[config.mk]
export PLATFORM = sky130hd
export DESIGN_NAME = sram_ctrl_top
export DESIGN_NICKNAME = d
export VERILOG_FILES = /design/src/rtl/sramc_pkg.sv /design/src/rtl/sramc_ctrl.sv /design/src/rtl/sramc_dpath.sv /design/src/rtl/sram_ctrl_top.sv
export SDC_FILE = /design/constraint.sdc
export NUM_CORES = 1
export LEC_CHECK = 0
export ABC_AREA = 1
export BUFFER_PORTS_ARGS = -buffer_cell sky130_fd_sc_hd__buf_2
export CAP_MARGIN = 20
export CORE_ASPECT_RATIO = 1.2
export CORE_UTILIZATION = 43
export CTS_BUF_LIST = sky130_fd_sc_hd__clkbuf_8
export DETAILED_ROUTE_END_ITERATION = 8
export GPL_ROUTABILITY_DRIVEN = 0
export PLACE_DENSITY = 0.78
export SKIP_CTS_REPAIR_TIMING = 1
export SYNTH_ARGS = -nofsm -noshare
export SYNTH_HDL_FRONTEND = slang
export SYNTH_SLANG_ARGS = --single-unit
[constraint.sdc]
create_clock -name clk -period 1.13 [get_ports clk]
set_input_delay 0.1695 -clock clk [delete_from_list [all_inputs] [get_ports clk]]
set_output_delay 0.1695 -clock clk [all_outputs]
set_load 0.05 [all_outputs]
[src/rtl/sramc_pkg.sv]
`timescale 1ns/1ps
package sramc_pkg;

  typedef enum logic [2:0] {
    ST_IDLE,
    ST_READ,
    ST_WSETUP,
    ST_WPULSE,
    ST_WHOLD
  } ctrlState_e;

  // strobes from control to datapath
  typedef struct packed {
    logic latch;    // take the request into the holding registers
    logic select;   // access in progress: chip enabled
    logic readEn;   // output enable to the RAM
    logic writeEn;  // write strobe to the RAM
    logic drive;    // controller owns the data bus
    logic capture;  // sample read data at this edge
    logic done;     // access completes at this edge
  } strobes_t;

endpackage

[src/rtl/sramc_ctrl.sv]
`timescale 1ns/1ps
module sramc_ctrl
  import sramc_pkg::*;
#(
  parameter int READ_WAIT_CYC   = 2,
  parameter int WRITE_PULSE_CYC = 2
) (
  input  logic     clk,
  input  logic     rstN,
  input  logic     reqValid,
  input  logic     reqWrite,
  output logic     reqReady,
  output strobes_t strb
);

  localparam int MAX_CYC = (READ_WAIT_CYC > WRITE_PULSE_CYC) ? READ_WAIT_CYC : WRITE_PULSE_CYC;
  localparam int CNT_W   = (MAX_CYC > 1) ? $clog2(MAX_CYC) : 1;
  localparam logic [CNT_W-1:0] RD_LAST = CNT_W'(READ_WAIT_CYC - 1);
  localparam logic [CNT_W-1:0] WR_LAST = CNT_W'(WRITE_PULSE_CYC - 1);

  ctrlState_e stateQ, stateD;
  logic [CNT_W-1:0] cntQ, cntD;
  logic accept;

  assign reqReady = (stateQ == ST_IDLE);
  assign accept   = reqValid && reqReady;

  always_comb begin
    stateD = stateQ;
    cntD   = cntQ;
    unique case (stateQ)
      ST_IDLE: begin
        cntD = '0;
        if (accept) stateD = reqWrite ? ST_WSETUP : ST_READ;
      end
      ST_READ: begin
        if (cntQ == RD_LAST) begin
          stateD = ST_IDLE;
          cntD   = '0;
        end else begin
          cntD = cntQ + 1'b1;
        end
      end
      ST_WSETUP: begin
        stateD = ST_WPULSE;
        cntD   = '0;
      end
      ST_WPULSE: begin
        if (cntQ == WR_LAST) begin
          stateD = ST_WHOLD;
          cntD   = '0;
        end else begin
          cntD = cntQ + 1'b1;
        end
      end
      ST_WHOLD: stateD = ST_IDLE;
      default:  stateD = ST_IDLE;
    endcase
  end

  always_ff @(posedge clk or negedge rstN) begin
    if (!rstN) begin
      stateQ <= ST_IDLE;
      cntQ   <= '0;
    end else begin
      stateQ <= stateD;
      cntQ   <= cntD;
    end
  end

  always_comb begin
    strb.latch   = accept;
    strb.select  = (stateQ != ST_IDLE);
    strb.readEn  = (stateQ == ST_READ);
    strb.writeEn = (stateQ == ST_WPULSE);
    strb.drive   = (stateQ == ST_WSETUP) || (stateQ == ST_WPULSE) || (stateQ == ST_WHOLD);
    strb.capture = (stateQ == ST_READ) && (cntQ == RD_LAST);
    strb.done    = strb.capture || (stateQ == ST_WHOLD);
  end


  rd_window_chk: assert property (@(posedge clk) disable iff (!rstN)
    (stateQ == ST_READ && cntQ != RD_LAST) |=> (stateQ == ST_READ));


  wr_order_chk: assert property (@(posedge clk) disable iff (!rstN)
    (stateQ == ST_WSETUP) |=> (stateQ == ST_WPULSE));


  wr_hold_chk: assert property (@(posedge clk) disable iff (!rstN)
    (stateQ == ST_WPULSE && cntQ == WR_LAST) |=> (stateQ == ST_WHOLD));


  busy_ignore_chk: assert property (@(posedge clk) disable iff (!rstN)
    (!reqReady && !strb.done) |=> !reqReady);

endmodule

[src/rtl/sramc_dpath.sv]
`timescale 1ns/1ps
module sramc_dpath
  import sramc_pkg::*;
#(
  parameter int ADDR_W = 19,
  parameter int DATA_W = 16,
  parameter int LANES  = DATA_W / 8
) (
  input  logic              clk,
  input  logic              rstN,
  input  strobes_t          strb,
  input  logic [ADDR_W-1:0] reqAddr,
  input  logic [DATA_W-1:0] reqWdata,
  input  logic [LANES-1:0]  reqMask,
  output logic              ack,
  output logic [DATA_W-1:0] rdData,
  output logic [ADDR_W-1:0] ramAddr,
  output logic              ramCeN,
  output logic              ramWeN,
  output logic              ramOeN,
  output logic [LANES-1:0]  laneEnN,
  output logic [DATA_W-1:0] ramDout,
  output logic              ramDoutEn,
  input  logic [DATA_W-1:0] ramDin
);

  localparam int LANE_W = DATA_W / LANES;

  logic [ADDR_W-1:0] addrQ;
  logic [DATA_W-1:0] dataQ;
  logic [LANES-1:0]  maskQ;
  logic [DATA_W-1:0] rdDataQ;
  logic [DATA_W-1:0] rdMasked;
  logic              ackQ;

  always_ff @(posedge clk or negedge rstN) begin
    if (!rstN) begin
      addrQ <= '0;
      dataQ <= '0;
      maskQ <= '0;
    end else if (strb.latch) begin
      addrQ <= reqAddr;
      dataQ <= reqWdata;
      maskQ <= reqMask;
    end
  end

  for (genvar l = 0; l < LANES; l++) begin : g_lane
    assign rdMasked[l*LANE_W +: LANE_W] = maskQ[l] ? ramDin[l*LANE_W +: LANE_W] : '0;
    assign laneEnN[l] = ~(strb.select & maskQ[l]);
  end

  always_ff @(posedge clk or negedge rstN) begin
    if (!rstN) begin
      rdDataQ <= '0;
      ackQ    <= 1'b0;
    end else begin
      ackQ <= strb.done;
      if (strb.capture) rdDataQ <= rdMasked;
    end
  end

  assign ack       = ackQ;
  assign rdData    = rdDataQ;
  assign ramAddr   = addrQ;
  assign ramDout   = dataQ;
  assign ramCeN    = ~strb.select;
  assign ramOeN    = ~strb.readEn;
  assign ramWeN    = ~strb.writeEn;
  assign ramDoutEn = strb.drive;


  addr_stable_chk: assert property (@(posedge clk) disable iff (!rstN)
    (!ramCeN && $past(!ramCeN)) |-> $stable(ramAddr));


  wdata_stable_chk: assert property (@(posedge clk) disable iff (!rstN)
    (ramDoutEn && $past(ramDoutEn)) |-> $stable(ramDout));


  ack_pulse_chk: assert property (@(posedge clk) disable iff (!rstN)
    ack |=> !ack);


  rd_hold_chk: assert property (@(posedge clk) disable iff (!rstN)
    !$past(strb.capture) |-> $stable(rdData));

endmodule

[src/rtl/sram_ctrl_top.sv]
`timescale 1ns/1ps
module sram_ctrl_top
  import sramc_pkg::*;
#(
  parameter int ADDR_W          = 19,
  parameter int DATA_W          = 16,
  parameter int CLK_PERIOD_PS   = 5000,
  parameter int ACCESS_PS       = 10000,
  parameter int WRITE_PULSE_CYC = 2
) (
  input  logic              clk,
  input  logic              rstN,
  input  logic              reqValid,
  input  logic              reqWrite,
  input  logic [ADDR_W-1:0] reqAddr,
  input  logic [DATA_W-1:0] reqWdata,
  input  logic [1:0]        reqMask,
  output logic              reqReady,
  output logic              ack,
  output logic [DATA_W-1:0] rdData,
  output logic [ADDR_W-1:0] ramAddr,
  output logic              ramCeN,
  output logic              ramWeN,
  output logic              ramOeN,
  output logic              ramUbN,
  output logic              ramLbN,
  output logic [DATA_W-1:0] ramDout,
  output logic              ramDoutEn,
  input  logic [DATA_W-1:0] ramDin
);

  localparam int LANES      = 2;
  localparam int RAW_WAIT   = (ACCESS_PS + CLK_PERIOD_PS - 1) / CLK_PERIOD_PS;
  localparam int READ_WAIT  = (RAW_WAIT < 1) ? 1 : RAW_WAIT;

  strobes_t strb;
  logic [LANES-1:0] laneEnN;

  sramc_ctrl #(
    .READ_WAIT_CYC  (READ_WAIT),
    .WRITE_PULSE_CYC(WRITE_PULSE_CYC)
  ) u_ctrl (
    .clk     (clk),
    .rstN    (rstN),
    .reqValid(reqValid),
    .reqWrite(reqWrite),
    .reqReady(reqReady),
    .strb    (strb)
  );

  sramc_dpath #(
    .ADDR_W(ADDR_W),
    .DATA_W(DATA_W),
    .LANES (LANES)
  ) u_dpath (
    .clk      (clk),
    .rstN     (rstN),
    .strb     (strb),
    .reqAddr  (reqAddr),
    .reqWdata (reqWdata),
    .reqMask  (reqMask),
    .ack      (ack),
    .rdData   (rdData),
    .ramAddr  (ramAddr),
    .ramCeN   (ramCeN),
    .ramWeN   (ramWeN),
    .ramOeN   (ramOeN),
    .laneEnN  (laneEnN),
    .ramDout  (ramDout),
    .ramDoutEn(ramDoutEn),
    .ramDin   (ramDin)
  );

  assign ramLbN = laneEnN[0];
  assign ramUbN = laneEnN[1];


  no_contention_chk: assert property (@(posedge clk) disable iff (!rstN)
    !(ramDoutEn && !ramOeN));


  we_driven_chk: assert property (@(posedge clk) disable iff (!rstN)
    !ramWeN |-> (ramDoutEn && !ramCeN));


  data_hold_chk: assert property (@(posedge clk) disable iff (!rstN)
    $rose(ramWeN) |-> ramDoutEn);


  idle_quiet_chk: assert property (@(posedge clk) disable iff (!rstN)
    ramCeN |-> (ramWeN && ramOeN && ramUbN && ramLbN && !ramDoutEn));


  read_we_chk: assert property (@(posedge clk) disable iff (!rstN)
    !ramOeN |-> (ramWeN && !ramCeN));

endmodule

Yosys cells after proc, flatten, opt, wreduce, memory -nomap -nowiden --
Cells that the tools add are included.
Operators by class: add/subtract/negate cells 1, $mul 0, div/mod/pow operators 0, order comparisons 0, equality and inequality tests 7, shift operators 0, multiplexer cells 9, bitwise operators 7, reduce and logical (&&, ||, !) cells 11
Operators by type and width (count):
- $mux W8 | 2
- $pmux W3 S4 | 1
- $mux W3 | 3
- $eq A3 B2 Y1 const B | 2
- $ne A2 B2 Y1 const B | 3
- $not A1 Y1 | 5
- $reduce_or A2 Y1 | 2
- $eq A3 B1 Y1 const B | 1
- $eq A3 B3 Y1 const B | 1
- $logic_not A3 Y1 | 1
- $logic_or A1 B1 Y1 | 3
- $reduce_and A3 Y1 | 1
- $reduce_bool A3 Y1 | 1
- $and A1 B1 Y1 | 2
- $logic_and A1 B1 Y1 | 2
- $mux W2 | 1
- $pmux W1 S2 | 1
- $reduce_bool A2 Y1 | 1
- $add A1 B1 Y1 const B | 1
- $mux W1 | 1
Word-level totals: flip-flop bits (word level) 58, latch bits 0, RAM bits 0, memory bits (read-only) 0, input bits 57, word-level logic and storage cells 42, memories kept 0

Longest topological paths before layout --
depth in word-level cells 4, depth in mapped cells 7, gate-level depth less buffers 6

Cells and area by module --
Synthesis repeated with hierarchy kept, for this count alone.
Unflattened totals: cell total of the unflattened synthesis 272, area, all modules 2393.5 um^2
By module, submodules not included:
- sramc_dpath | times used 1, cells each 233, area an instance 2133.3 um^2, seq. area each 1351.3 um^2
- sramc_ctrl | times used 1, cells each 39, area an instance 260.2 um^2, seq. area each 100.1 um^2

Least setup slack after synthesis --
Ideal clock, no wire load.
kind reg2out, from register u_ctrl.stateQ[1], to output ramDoutEn, arrival time 1.675 ns, required time 0.961 ns, path slack -0.714 ns, cell stages (with the launch flop) 3, path through dfrtp_1 -> inv_1 -> o21ai_0
Between the ends: word-level cells in the longest chain between the ends 3, elaborated cells between the ends (all ways) 5, classes of those cells eq/ne: 3; reduce/logical: 2
Ends and longest elaborated chain:
- start: declaration | line sramc_ctrl.sv:21 | ctrlState_e stateQ, stateD;
- start signal: assignment | line sramc_ctrl.sv:66 | stateQ <= stateD;
- $eq A3 B2 Y1 | line sramc_ctrl.sv:76 | strb.drive = (stateQ == ST_WSETUP) || (stateQ == ST_WPULSE) || (stateQ == ST_WHOLD);
- $logic_or A1 B1 Y1 | line sramc_ctrl.sv:76
- $logic_or A1 B1 Y1 * | line sramc_ctrl.sv:76
- end: declaration | line sram_ctrl_top.sv:28 | output logic ramDoutEn,
Every way passes the cells marked *; elsewhere a longest branch is shown, timed or not.

Final worst setup path --
from register u_ctrl.stateQ[2], to output ramUbN
Between the ends: word-level cells in the longest chain between the ends 3
Ends and longest elaborated chain:
- $reduce_bool A3 Y1 | line sramc_ctrl.sv:73 | strb.select = (stateQ != ST_IDLE);
- $and A1 B1 Y1 | line sramc_dpath.sv:50 | assign laneEnN[l] = ~(strb.select & maskQ[l]);
- $not A1 Y1 | line sramc_dpath.sv:50
- end: declaration | line sram_ctrl_top.sv:25 | output logic ramUbN,
No other way between the ends.

==> results.py <==
metrics = {
    "final_layout": {
        "areaGrowthSynthToFinish_pct": 65.4,
        "num-fill-cells": 347,
        "insertedDiodeCount": 0,
        "nets": 470,
        "seqCellArea_mm2": 0.00145,
        "fin_area_mm2": 0.00394,
        "drive_above_1_share": 0.502,
        "multi_input_comb_area_um2": 962,
        "final_cells": 480,
    },
    "timing": {
        "drv_slew": 0,
        "fmax_ghz": 0.642,
        "setup_slack_ns": -0.429,
        "finalSetupTns_ns": -20.79,
        "period_needed_ns": 1.56,
        "setup_viol": 64,
        "slew_headroom": 0.798,
        "finalHoldViolations": 0,
        "rsz0062_at_grt": "yes",
        "max_slew.worst_pin.slew_ns": 0.303,
        "skew_ns": 0.0117,
        "period_share": 1.38,
    },
    "cts": {
        "cts_buffers": 9,
        "clock-sinks": 58,
        "cts_tree": "built",
        "cts-root-buf": "clkbuf_8",
        "cts_max_path_buffers": 2,
        "clk_latency_ns": 0.33,
        "htreeDepth": 3,
        "clk_pin_slew_ns": 0.07,
    },
    "global_routing": {
        "grt_pass1_vias": 2190,
        "grt_pass1_wl_mm": 9.56,
        "antenna_found_initial": 0,
        "grt.busiest_layer": "met2",
        "met3_usage": 0.0459,
        "grtUsageMet1": 0.243,
        "grt_max_degree": 59,
        "track_usage": 0.208,
        "use_met2": 0.354,
        "grt-ovfl-total": 0,
    },
    "floorplanning": {
        "die_w_um": 70.0,
        "design.die.area_mm2": 0.00585,
        "core_area_mm2": 0.00530,
        "start_util": 0.450,
        "die_y_um": 83.6,
        "ios": 116,
        "rows": 29,
    },
    "hold_path": {
        "hold_path_end": "u_dpath.ramDout[13]",
        "hold_start": "reqWdata[13]",
        "min_path_cells": 3,
        "min_path_type": "in2reg",
    },
    "setup_path": {
        "cpMaxStageDelayCell": "dfrtp_2",
        "cp_cell_sequence": "nor3_4 -> buf_12 -> inv_6 -> nand2_8 -> buf_8",
        "reg2reg_depth": 8,
        "startpoint_type": "flop",
        "crit_required_ns": 0.96,
        "rr_endpoint": "u_dpath.ramDout[1]",
        "end_kind": "output port",
        "ff2ff_setup_slack_ns": -0.39,
        "worstPathMaxFanout": 6,
        "worst-setup-path-type": "reg2out",
        "max_stage_delay_ns": 0.42,
        "r2r-start": "u_ctrl.stateQ[2]",
        "cp_data_arrival_time_ns": 1.39,
    },
    "run_status": {
        "violations": "negative setup slack",
        "status": "finished with violations",
    },
    "routing": {
        "viasPerCell": 5.05,
        "route.detailed.drc": 0,
        "wl_per_cell_um": 14.9,
        "vias": 2423,
        "wl_mm": 7.18,
        "dr.pass1.iters": 4,
        "ant_nets": 0,
        "drtIter0Drc": 103,
    },
    "synth": {
        "ys_types": 16,
        "synth_area_mm2": 0.00238,
        "synth_seq_area_share": 0.609,
        "syn_area_per_cell_um2": 8.89,
        "ys_ff_latch": 58,
        "synth_fp_nets": 325,
        "synth_cells": 268,
        "yosys_warnings": 0,
    },
    "pwr": {
        "peakVddDrop_mv": 2.07,
        "power_density_mw_per_mm2": 3850,
        "p_total_mw": 15.2,
        "p_leak_nw": 2.13,
    },
    "place": {
        "portBuffers": 115,
        "placed_area_mm2": 0.00318,
        "dp_hpwl_mm": 4.12,
        "dp.cells": 449,
    },
    "job": {
        "maxCapViolCount": 0,
    },
}
==> final cells by class <==
type,count,share of cell area
Inverter,8,0.00889
Sequential cell,58,0.369
Tap cell,62,0.0197
Clock buffer,11,0.0384
Multi-Input combinational cell,185,0.244
Clock inverter,5,0.0197
Timing Repair Buffer,151,0.301
==> how the worst max path moves through the flow <==
stage | start | end | slack (ns) | cells past startpoint
after global placement | u_ctrl.stateQ[2] | ramUbN | -0.16 | 5
final | u_ctrl.stateQ[2] | ramUbN | -0.43 | 5
after CTS | u_ctrl.stateQ[2] | ramUbN | -0.54 | 5
after detailed placement | u_ctrl.stateQ[2] | ramUbN | -0.19 | 5
after global routing | u_ctrl.stateQ[2] | ramLbN | -0.47 | 5
after floorplan | u_ctrl.stateQ[2] | reqReady | -0.13 | 3
==> cell usage after synthesis <==
library cell	n	share of area
buf_1	3	0.0047
buf_2	8	0.017
buf_4	3	0.0094
buf_6	3	0.014
dfrtp_1	58	0.61
inv_1	7	0.011
inv_2	1	0.0016
nand2_1	116	0.18
nand2_2	2	0.0052
nand3_1	43	0.090
nand4_1	1	0.0026
nor2_1	2	0.0032
nor2_2	1	0.0026
nor3_4	1	0.0068
o21ai_0	3	0.0063
o21ai_1	16	0.034
==> kinds of logic (layout without fill, tap and decap cells) <==
group | after synthesis | in the layout | synth area share
buffers and inverters | 25 | 175 | 0.0577
AO/OA/AOI/OAI | 19 | 19 | 0.0399
flip-flops | 58 | 58 | 0.609
AND/OR/NAND/NOR | 166 | 166 | 0.293
==> sequential cells by signal, indices dropped and copies added (netlist names) <==
register and cells:
u_ctrl.stateQ 3, u_dpath.ramDout 16, u_dpath.ramAddr 19, u_dpath.maskQ 2
u_ctrl.cntQ 1, u_dpath.rdData 16, u_dpath.ack 1
==> per-layer routing <==
metal	share of wire	vias to the layer above
li1	-	1149
met2	0.54	90
met4	0.022	0
met3	0.044	15
met1	0.39	1169
met5	0	-
==> critical path: cells and delay by family, from the launching register on <==
kind                   cells  cell delay [ns]
buffers and inverters      3             0.35
flip-flops                 1             0.42
AND/OR/NAND/NOR            2             0.30
==> power breakdown <==
part           switching, mW  internal (mW)  total [mW]
Sequential             0.705           3.04        3.74
Combinational           6.10           3.19        9.29
Clock                  0.800           1.35        2.15
Total                   7.61           7.58        15.2
==> metrics by stage <==
step | worst slack [ns] | hold slack, ns | utilization
floorplan | -0.129 | -0.126 | -
global placement | -0.163 | 0.191 | 0.600
detailed placement | -0.192 | 0.196 | 0.600
CTS | -0.540 | -0.158 | 0.643
global route | -0.472 | 0.0763 | 0.744
finish | -0.429 | 0.0730 | 0.744
==> placed cells by master (no fill, tap or decap), drive strengths merged <==
cell	instances
buf	120
nand2	118
dfrtp	58
nand3	43
clkbuf	41
o21ai	19
inv	9
nor2	3
bufinv	2
clkinv	2
nor3	1
nand4	1
dlygate4sd3	1
(Power assumes the default switching activity.)
